**src/rtl/lka_pkg.sv**
```systemverilog
package lka_pkg;
    localparam int DATA_W = 16;
    localparam int GRP_W  = 4;

    typedef struct packed {
        logic carry;
        logic ovf;
    } lka_flags_t;
endpackage

```
**src/rtl/lka_pgcell.sv**
```systemverilog
module lka_pgcell #(
    parameter int W = 16
) (
    input  logic [W-1:0] x_i,
    input  logic [W-1:0] y_i,
    input  logic         inv_i,
    output logic [W-1:0] gen_o,
    output logic [W-1:0] prp_o
);
    logic [W-1:0] y_eff_d;

    always_comb begin
        for (int b = 0; b < W; b++) begin
            y_eff_d[b] = y_i[b] ^ inv_i;
            gen_o[b]   = x_i[b] & y_eff_d[b];
            prp_o[b]   = x_i[b] ^ y_eff_d[b];
        end
    end
endmodule

```
**src/rtl/lka_unit.sv**
```systemverilog
module lka_unit #(
    parameter int N = 4
) (
    input  logic [N-1:0] gen_i,
    input  logic [N-1:0] prp_i,
    input  logic         cin_i,
    output logic [N-1:0] cin_vec_o,
    output logic         blk_gen_o,
    output logic         blk_prp_o
);
    // Flat sum of products for the carry out of position top.
    function automatic logic expand(input logic [N-1:0] g, input logic [N-1:0] p,
                                    input int top, input logic c0);
        logic acc;
        logic term;
        acc  = c0;
        for (int k = 0; k <= top; k++) acc = acc & p[k];
        for (int j = 0; j <= top; j++) begin
            term = g[j];
            for (int k = j + 1; k <= top; k++) term = term & p[k];
            acc = acc | term;
        end
        return acc;
    endfunction

    always_comb begin
        cin_vec_o[0] = cin_i;
        for (int i = 0; i < N - 1; i++) begin
            cin_vec_o[i+1] = expand(gen_i, prp_i, i, cin_i);
        end
        blk_prp_o = &prp_i;
        blk_gen_o = expand(gen_i, prp_i, N - 1, 1'b0);
    end
endmodule

```
**src/rtl/lka_addsub.sv**
```systemverilog
module lka_addsub
    import lka_pkg::*;
#(
    parameter int WIDTH = DATA_W,
    parameter int GW    = GRP_W
) (
    input  logic [WIDTH-1:0] x_in,
    input  logic [WIDTH-1:0] y_in,
    input  logic             sub_en,
    output logic [WIDTH-1:0] sum_out,
    output logic             carry_out,
    output logic             ovf_out
);
    localparam int NGRP = WIDTH / GW;

    logic [WIDTH-1:0] gen_d;
    logic [WIDTH-1:0] prp_d;
    logic [WIDTH-1:0] carry_d;
    logic [NGRP-1:0]  grp_gen_d;
    logic [NGRP-1:0]  grp_prp_d;
    logic [NGRP-1:0]  grp_cin_d;
    logic             top_gen_d;
    logic             top_prp_d;
    logic             c_final_d;
    lka_flags_t       flags_d;

    lka_pgcell #(.W(WIDTH)) u_pg (
        .x_i   (x_in),
        .y_i   (y_in),
        .inv_i (sub_en),
        .gen_o (gen_d),
        .prp_o (prp_d)
    );

    // First level: carries inside each group.
    for (genvar k = 0; k < NGRP; k++) begin : g_grp
        lka_unit #(.N(GW)) u_lvl1 (
            .gen_i     (gen_d[k*GW +: GW]),
            .prp_i     (prp_d[k*GW +: GW]),
            .cin_i     (grp_cin_d[k]),
            .cin_vec_o (carry_d[k*GW +: GW]),
            .blk_gen_o (grp_gen_d[k]),
            .blk_prp_o (grp_prp_d[k])
        );
    end

    // Second level: all group carry-ins in parallel.
    lka_unit #(.N(NGRP)) u_lvl2 (
        .gen_i     (grp_gen_d),
        .prp_i     (grp_prp_d),
        .cin_i     (sub_en),
        .cin_vec_o (grp_cin_d),
        .blk_gen_o (top_gen_d),
        .blk_prp_o (top_prp_d)
    );

    always_comb begin
        c_final_d     = top_gen_d | (top_prp_d & sub_en);
        flags_d.carry = c_final_d;
        flags_d.ovf   = c_final_d ^ carry_d[WIDTH-1];
        sum_out       = prp_d ^ carry_d;
        carry_out     = flags_d.carry;
        ovf_out       = flags_d.ovf;
    end
endmodule

```
**config.mk**
```make
export PLATFORM = sky130hd
export DESIGN_NAME = lka_addsub
export DESIGN_NICKNAME = d
export VERILOG_FILES = /design/src/rtl/lka_pkg.sv /design/src/rtl/lka_pgcell.sv /design/src/rtl/lka_unit.sv /design/src/rtl/lka_addsub.sv
export SDC_FILE = /design/constraint.sdc
export NUM_CORES = 1
export LEC_CHECK = 0
export CAP_MARGIN = 5
export CORE_AREA = 2 2 43 45
export DETAILED_ROUTE_END_ITERATION = 8
export DIE_AREA = 0 0 45 47
export DONT_BUFFER_PORTS = 1
export PLACE_DENSITY = 0.69
export SYNTH_ARGS = -nofsm -noshare
export SYNTH_HDL_FRONTEND = slang
export SYNTH_SLANG_ARGS = --single-unit
```
**constraint.sdc**
```tcl
create_clock -name vclk -period 5.6
set_input_delay 1.12 -clock vclk [all_inputs]
set_output_delay 1.12 -clock vclk [all_outputs]
set_load 0.03 [all_outputs]
```
Word level (Yosys, flattened, before mapping)
Cells that the tools add are included.
Widths: inputs -> output; s select.

operators by class
  bitwise operators = 142
  reductions and logical operators = 5

operators with widths
  cell               count
  $and 1x1->1        62
  $or 1x1->1         46
  $xor 1x1->1        33
  $reduce_and 16->1  1
  $reduce_and 4->1   4
  $xor 16x16->16     1

word-level totals
  register bits after elaboration = 0
  input bits = 33
  output and inout port bits = 18

Depth between registers and ports, before layout
Gate-level depths: netlist of the first run.

  word-level depth = 20
  mapped depth = 17
  gate-level depth less buffers = 15

By module
A second synthesis of the first run with hierarchy kept.

second synthesis, totals
  cells, all modules = 117
  area total of the unflattened synthesis = 865.8 µm²

modules (own cells, without submodules)
  module      times used  cells an instance  area each (µm²)  seq. area each (µm²)
  lka_pgcell  1           34                 371.6            0.0
  lka_unit    5           13                 67.6             0.0
  lka_addsub  1           18                 156.4            0.0

Worst setup path before layout of the first run
OpenSTA, ideal clock, no wires.

  path kind = input-to-output
  from = input port sub_en
  to = output port ovf_out
  data arrival time = 3.942 ns
  path slack = 0.538 ns
  stages on the path = 16
  buffers on the path = 2
  cell sequence = buf_6 buf_2 xor2_1 ha_1 nand3_1 o22ai_2 nor2_2 o31ai_4 nor2_2 inv_1 ha_1 o21a_1 o21ai_1 nor2b_1 or3_1 o211ai_1

between the ends
  cells in the longest elaborated chain, start to end = 20
  elaborated cells between the ends (all ways) = 113
  classes of those cells = 108 x bitwise; 5 x reduce/logical

RTL lines
  what                                               RTL line                            text
  start, declared                                    lka_addsub.sv:9                     input logic sub_en,
  $xor 1x1->1                                        lka_pgcell.sv:14                    y_eff_d[b] = y_i[b] ^ inv_i;
  $and 1x1->1 / $xor 1x1->1 (equally long branches)  lka_pgcell.sv:15, lka_pgcell.sv:16
  $and 1x1->1 (3 in a row)                           lka_unit.sv:20                      for (int k = j + 1; k <= top; k++) term = term & p[k];
  $or 1x1->1 (3 in a row)                            lka_unit.sv:21                      acc = acc | term;
  $and 1x1->1 (2 in a row)                           lka_unit.sv:20
  $or 1x1->1 (3 in a row)                            lka_unit.sv:21
  $and 1x1->1 (3 in a row)                           lka_unit.sv:17                      for (int k = 0; k <= top; k++) acc = acc & p[k];
  $or 1x1->1 (3 in a row)                            lka_unit.sv:21
  $xor 1x1->1 (*)                                    lka_addsub.sv:60                    flags_d.ovf = c_final_d ^ carry_d[WIDTH-1];
  end, declared                                      lka_addsub.sv:12                    output logic ovf_out

Mark *: on every way between the ends. The rest lies on a longest branch, timed or not.

Worst setup path in the final report of the first run
  from = input port y_in[2]
  to = output port ovf_out

between the ends
  cells in the longest elaborated chain, start to end = 19
  elaborated cells between the ends (all ways) = 34
  classes of those cells = 32 x bitwise; 2 x reduce/logical

RTL lines
  what                      RTL line          text
  start, declared           lka_addsub.sv:8   input logic [WIDTH-1:0] y_in,
  $xor 1x1->1 (*)           lka_pgcell.sv:14
  $xor 1x1->1               lka_pgcell.sv:16  prp_o[b] = x_i[b] ^ y_eff_d[b];
  $and 1x1->1 (2 in a row)  lka_unit.sv:20
  $or 1x1->1 (3 in a row)   lka_unit.sv:21
  $and 1x1->1 (2 in a row)  lka_unit.sv:20
  $or 1x1->1 (3 in a row)   lka_unit.sv:21
  $and 1x1->1 (3 in a row)  lka_unit.sv:17
  $or 1x1->1 (3 in a row)   lka_unit.sv:21
  $xor 1x1->1 (*)           lka_addsub.sv:60

Marks and branches as above.

==> metrics.md, run 1 <==
| Metric | Value |
|---|---|
| Result of the run | finished clean |
| DRC violation total after the first TritonRoute iteration | 9 |
| Non-Filler Cell Area, Final | 928 sq um |
| Via density per instance | 5.81 |
| Min-Delay Path Class | input pin to output pin |
| Vias in the first global route | 694 |
| Internal power of the cells | 62.1 uW |
| Final WS setup | 0.692 ns |
| Crit path arrival time | 3.79 ns |
| I/O pins | 51 |
| Highest achievable clock rate | 204 MHz |
| Summed instance area of the synthesized netlist | 923 sq um |
| Number of placed cells counting well taps | 133 |
| Destination of the worst hold path | sum_out[0] |
| Multi-input logic area | 855 sq um |
| Launch point of the worst hold path | sub_en |
| Clock buffer count | 0 |
| Wire length of the first global-routing pass | 2680 microns |
| Share of the clock period used by the worst path | 0.876 |
| Leakage power | 0.433 nW |
| Die width | 45 microns |
| Class of the most critical setup path | input pin to output pin |
| Vertical die dimension | 47 microns |
| Critical path launch point type | input pin |
| Post-Route WL | 1750 microns |
| Sw frac | 0.712 |
| Weighted congestion reported at the end of routability-driven placement | 0.754 |
| Largest net degree at the start of global routing | 20 |
| Unrepaired setup endpoints after global routing | false |
| Die ar. | 2120 sq um |
| Final hold violations | 0 |
| Clock network fraction of total power | 0 |
| Yosys top cell area share | 0.271 |
| Detailed-route via count | 773 |
| Post-cts sizing count | 0 |
| Endpoint type of the worst setup path | output pin |
| Maximum Capacitance Violations | 0 |
| Peak fanout along the critical path | 4 |
| FF+latch count | 0 |
| Row count | 15 |
| Post-Syn Instances | 118 |
| Count of different cell masters after synthesis | 29 |
| Final standard cell count with taps included and fillers excluded | 133 |
| Area leader, netlist | sky130_fd_sc_hd__ha_1 |
| Number of cells on the worst hold path | 1 |
| Combined flip-flop and latch cell area | 0 sq um |
| Post-CTS setup-driven buffer insertion count | 0 |
| Share of cells above drive strength 1 | 0.0431 |
| Placement Setup Slack | 0.670 ns |
| Number of warning messages in the yosys log | 0 |
| Count of input and output buffers | 0 |
| Area overhead of the layout relative to synthesis | 0.542% |
| Total gr overflow | 0 |
| Initial DRT Pass Iterations | 4 |
| Antenna violation net count after detailed routing | 0 |
| Aggregate global-route resource usage | 0.162 |
| Power density over the cells | 232 nW/um^2 |
| Sum Neg Setup Slack | 0 ns |
| Initial Util | 0.559 |
| Post-route core utilization | 0.562 |
| Net Count, Synth | 174 |
| ANT cells | 0 |
| Post-detailed-route wirelength per cell | 13.2 microns |
| Endpoints failing setup | 0 |
| Number of buffers inserted for hold repair after clock tree synthesis | 0 |
| Placeable core region | 1650 sq um |
| Peak supply drop | 0.108 mV |
| Post-route DRC violation count | 0 |
| Share of total power in sequential cells | 0 |
| Nets | 174 |
| Number of antenna violations at the first check in global routing | 0 |
| Final count of pins violating max slew | 0 |
| Relative max-transition margin | 0.533 |
| Minimum hold slack | 2.52 ns |
| Post-layout minimum cycle time | 4.91 ns |
| Net switching power figure | 153 uW |
| Detailed placer's ending HPWL | 1600 microns |
| Required time at the endpoint of the critical path | 4.48 ns |
| Portion of total power attributed to combinational logic | 1.000 |
| Placed inst area | 928 sq um |
| Fillcell total | 149 |
| Portion of the post-synthesis area used by sequential elements | 0 |
| Post-synthesis average cell area | 7.83 sq um |
| Synth area leaders | sky130_fd_sc_hd__ha_1 27%, sky130_fd_sc_hd__xor2_1 15%, sky130_fd_sc_hd__xnor2_1 8.5%, sky130_fd_sc_hd__fa_1 6.5%, sky130_fd_sc_hd__o21a_1 6.5% |
| Total chip power | 216 uW |
| Worst-margin pin slew | 0.695 ns |
[cell usage after synthesis (all sizes together)]
| cell type | n |
|---|---|
| nand3 | 1 |
| o21ai | 5 |
| nand2b | 1 |
| buf | 2 |
| fa | 3 |
| nand4 | 2 |
| a21oi | 8 |
| nor2b | 1 |
| o211ai | 1 |
| ha | 20 |
| nand2 | 5 |
| o22ai | 1 |
| or3 | 1 |
| xnor2 | 9 |
| o31ai | 1 |
| o21a | 8 |
| mux2i | 1 |
| nor2 | 11 |
| inv | 14 |
| xor2 | 16 |
| a22oi | 1 |
| o21bai | 1 |
| a31oi | 1 |
| nor3b | 1 |
| nor3 | 3 |
[how the worst max path moves through the flow]
stage,end,start,cells past startpoint,slack (ns)
finish,ovf_out,y_in[2],14,0.69
global route,ovf_out,y_in[2],14,0.55
CTS,ovf_out,y_in[2],14,0.67
detailed placement,ovf_out,y_in[2],14,0.67
global placement,ovf_out,y_in[2],14,0.76
floorplan,ovf_out,sub_en,16,0.54
[cells in the final DEF, fill, tap and decap left out, drive strengths merged, types with 2 or more instances in the layout]
cell	n
a21oi	8
fa	3
ha	20
inv	14
nand2	5
nand4	2
nor2	11
nor3	3
o21a	8
o21ai	5
xnor2	9
xor2	16
[final cells by class]
cell class | count | share of cell area
inverter | 14 | 0.0566
multi-input combinational | 102 | 0.920
tap | 17 | 0.0229
[worst max-delay path: stages]
cell and delay (ns):
sky130_fd_sc_hd__xor2_1 0.14, sky130_fd_sc_hd__ha_1 0.34, sky130_fd_sc_hd__nand3_1 0.11, sky130_fd_sc_hd__o22ai_2 0.16
sky130_fd_sc_hd__nor2_2 0.09, sky130_fd_sc_hd__o31ai_4 0.28, sky130_fd_sc_hd__nor2_2 0.10, sky130_fd_sc_hd__inv_1 0.08
sky130_fd_sc_hd__ha_1 0.14, sky130_fd_sc_hd__o21a_1 0.14, sky130_fd_sc_hd__o21ai_1 0.07, sky130_fd_sc_hd__nor2b_1 0.16
sky130_fd_sc_hd__or3_1 0.30, sky130_fd_sc_hd__o211ai_1 0.54
[routing by layer]
metal / track usage / up-vias / share of wire
met5: 0 / - / 0
met1: 0.199 / 350 / 0.41
met3: 0.0115 / 0 / 0.061
met4: 0 / 0 / 0
met2: 0.326 / 26 / 0.53
li1: - / 397 / -
[power by group through the flow]
stage	clock (mW)	sequential [mW]	combinational (mW)
after floorplan	0	0	0.199
after global placement	0	0	0.213
after detailed placement	0	0	0.217
after CTS	0	0	0.218
after global routing	0	0	0.236
final	0	0	0.216
[cell families after synthesis]
| kind of cell | share of synthesized area |
|---|---|
| AOI/OAI and AO/OA | 0.207 |
| adders and majority gates | 0.336 |
| buffers and inverters | 0.0745 |
| xor gates and xnor gates | 0.237 |
| and+or+nand+nor | 0.134 |
| muxes | 0.0108 |
Power figures use the tool's default switching activity.
==> inputs of run 2 (changes only) <==
--- a/config.mk
+++ b/config.mk
@@ -11,6 +11,7 @@
 export DIE_AREA = 0 0 45 47
 export DONT_BUFFER_PORTS = 1
 export PLACE_DENSITY = 0.69
+export RECOVER_POWER = 50
 export SYNTH_ARGS = -nofsm -noshare
 export SYNTH_HDL_FRONTEND = slang
 export SYNTH_SLANG_ARGS = --single-unit
==> run 2 against run 1 <==
Against the previous run: first-iteration DRC count down 11%; core utilization decreased by 0.30 points; critical endpoint unchanged; critical path type unchanged; count of clock-buffer cells in the layout did not move; hold slack did not move; sequential share of layout area unchanged.
==> metrics.md, run 2 (synthesized netlist as in run 1, its figures left out) <==
| Metric | Value |
|---|---|
| Placement Setup Slack | 0.670 ns (unchanged) |
| Die width | 45 microns (unchanged) |
| Clock buffer count | 0 (unchanged) |
| Total chip power | 214 uW (-0.55%) |
| Post-detailed-route wirelength per cell | 13.2 microns (+0.17%) |
| Vias in the first global route | 694 (unchanged) |
| Crit path arrival time | 3.88 ns (+0.09 ns) |
| Final count of pins violating max slew | 0 (unchanged) |
| Result of the run | finished clean |
| Detailed-route via count | 773 (unchanged) |
| Total gr overflow | 0 (unchanged) |
| Class of the most critical setup path | input pin to output pin |
| Nets | 174 (unchanged) |
| Worst-margin pin slew | 0.940 ns (+0.244 ns) |
| Required time at the endpoint of the critical path | 4.48 ns (about the same) |
| Combined flip-flop and latch cell area | 0 sq um (unchanged) |
| Post-CTS setup-driven buffer insertion count | 0 (unchanged) |
| Row count | 15 (unchanged) |
| Minimum hold slack | 2.52 ns (unchanged) |
| Peak supply drop | 0.108 mV (about the same) |
| Final standard cell count with taps included and fillers excluded | 133 (unchanged) |
| Area overhead of the layout relative to synthesis | 0% |
| Relative max-transition margin | 0.367 (-0.166) |
| Leakage power | 0.433 nW (-0.15%) |
| Count of input and output buffers | 0 (unchanged) |
| Share of cells above drive strength 1 | 0.0259 (-0.0172) |
| Post-layout minimum cycle time | 5.00 ns (+0.0928 ns) |
| Initial Util | 0.559 (unchanged) |
| DRC violation total after the first TritonRoute iteration | 8 (-1) |
| Launch point of the worst hold path | sub_en |
| WL met3 | 107 microns (unchanged) |
| Wire length of the first global-routing pass | 2680 microns (unchanged) |
| Detailed placer's ending HPWL | 1600 microns (unchanged) |
| Number of cells on the worst hold path | 1 (unchanged) |
| Aggregate global-route resource usage | 0.162 (unchanged) |
| I/O pins | 51 (unchanged) |
| Maximum Capacitance Violations | 0 (unchanged) |
| Weighted congestion reported at the end of routability-driven placement | 0.754 (unchanged) |
| Critical path launch point type | input pin |
| Share of the clock period used by the worst path | 0.893 (+0.0166) |
| Antenna violation net count after detailed routing | 0 (unchanged) |
| ANT cells | 0 (unchanged) |
| Placeable core region | 1650 sq um (unchanged) |
| Die ar. | 2120 sq um (unchanged) |
| Endpoint type of the worst setup path | output pin |
| Number of buffers inserted for hold repair after clock tree synthesis | 0 (unchanged) |
| Endpoints failing setup | 0 (unchanged) |
| Peak fanout along the critical path | 4 (unchanged) |
| Via density per instance | 5.81 (unchanged) |
| Post-Route WL | 1760 microns (+0.17%) |
| Largest net degree at the start of global routing | 20 (unchanged) |
| Post-route DRC violation count | 0 (unchanged) |
| Number of antenna violations at the first check in global routing | 0 (unchanged) |
| Most frequent cells in the layout | 20 x sky130_fd_sc_hd__ha_1, 16 x sky130_fd_sc_hd__xor2_1, 14 x sky130_fd_sc_hd__inv_1 |
| Post-Route M1 WL | 717 microns (+0.56%) |
| Destination of the worst hold path | sum_out[0] |
| Power density over the cells | 232 nW/um^2 (about the same) |
| Sum Neg Setup Slack | 0 ns (unchanged) |
| Post-cts sizing count | 0 (unchanged) |
| Min-Delay Path Class | input pin to output pin |
| Final hold violations | 0 (unchanged) |
| FF+latch count | 0 (unchanged) |
| Number of placed cells counting well taps | 133 (unchanged) |
| Topmost layer with routed signal wires | met3 |
| Initial DRT Pass Iterations | 4 (unchanged) |
| Most common library cell in the layout ignoring fill and taps | sky130_fd_sc_hd__ha_1 |
| Met2 WL post-DR | 931 microns (-0.11%) |
| Unrepaired setup endpoints after global routing | false |
| Highest achievable clock rate | 200 MHz (-1.9%) |
| Vertical die dimension | 47 microns (unchanged) |
| Final WS setup | 0.599 ns (-0.0928 ns) |
run 2: worst max path at each step:
stage / from / end / slack, ns
2_1_floorplan: sub_en / ovf_out / 0.54
3_3_place_gp: y_in[2] / ovf_out / 0.76
3_5_place_dp: y_in[2] / ovf_out / 0.67
4_1_cts: y_in[2] / ovf_out / 0.67
5_1_grt: y_in[2] / ovf_out / 0.36
6_report: y_in[2] / ovf_out / 0.60
run 2: where the power goes:
part | switching [mW] | internal [mW]
sequential | 0 | 0
clock | 0 | 0
combinational | 0.153 | 0.0615
run 2: layout make-up:
cell class / instances / area (sq um)
fill: 151 / 728
inverter: 14 / 52.6
multi-input combinational: 102 / 850
tap: 17 / 21.3
run 2: stage by stage:
step,util,instance area [sq um]
floorplan,-,923
global placement,0.562,928
detailed placement,0.562,928
CTS,0.562,928
global route,0.559,923
finish,0.559,923
run 2: routing by layer:
metal	global-route usage	vias to the layer above
li1	-	397
met1	0.199	350
met2	0.326	26
met3	0.0115	0
met4	0	0
met5	0	-
run 2: worst max-delay path, cell delays in order:
cell and delay, ns:
sky130_fd_sc_hd__xor2_1 0.14, sky130_fd_sc_hd__ha_1 0.33, sky130_fd_sc_hd__a21oi_1 0.19, sky130_fd_sc_hd__o22ai_2 0.10
sky130_fd_sc_hd__nor2_1 0.32, sky130_fd_sc_hd__o31ai_4 0.12, sky130_fd_sc_hd__nor2_1 0.25, sky130_fd_sc_hd__inv_1 0.09
sky130_fd_sc_hd__ha_1 0.20, sky130_fd_sc_hd__o21a_1 0.19, sky130_fd_sc_hd__o21ai_1 0.14, sky130_fd_sc_hd__nor2b_1 0.25
sky130_fd_sc_hd__a22oi_1 0.12, sky130_fd_sc_hd__o211ai_1 0.31
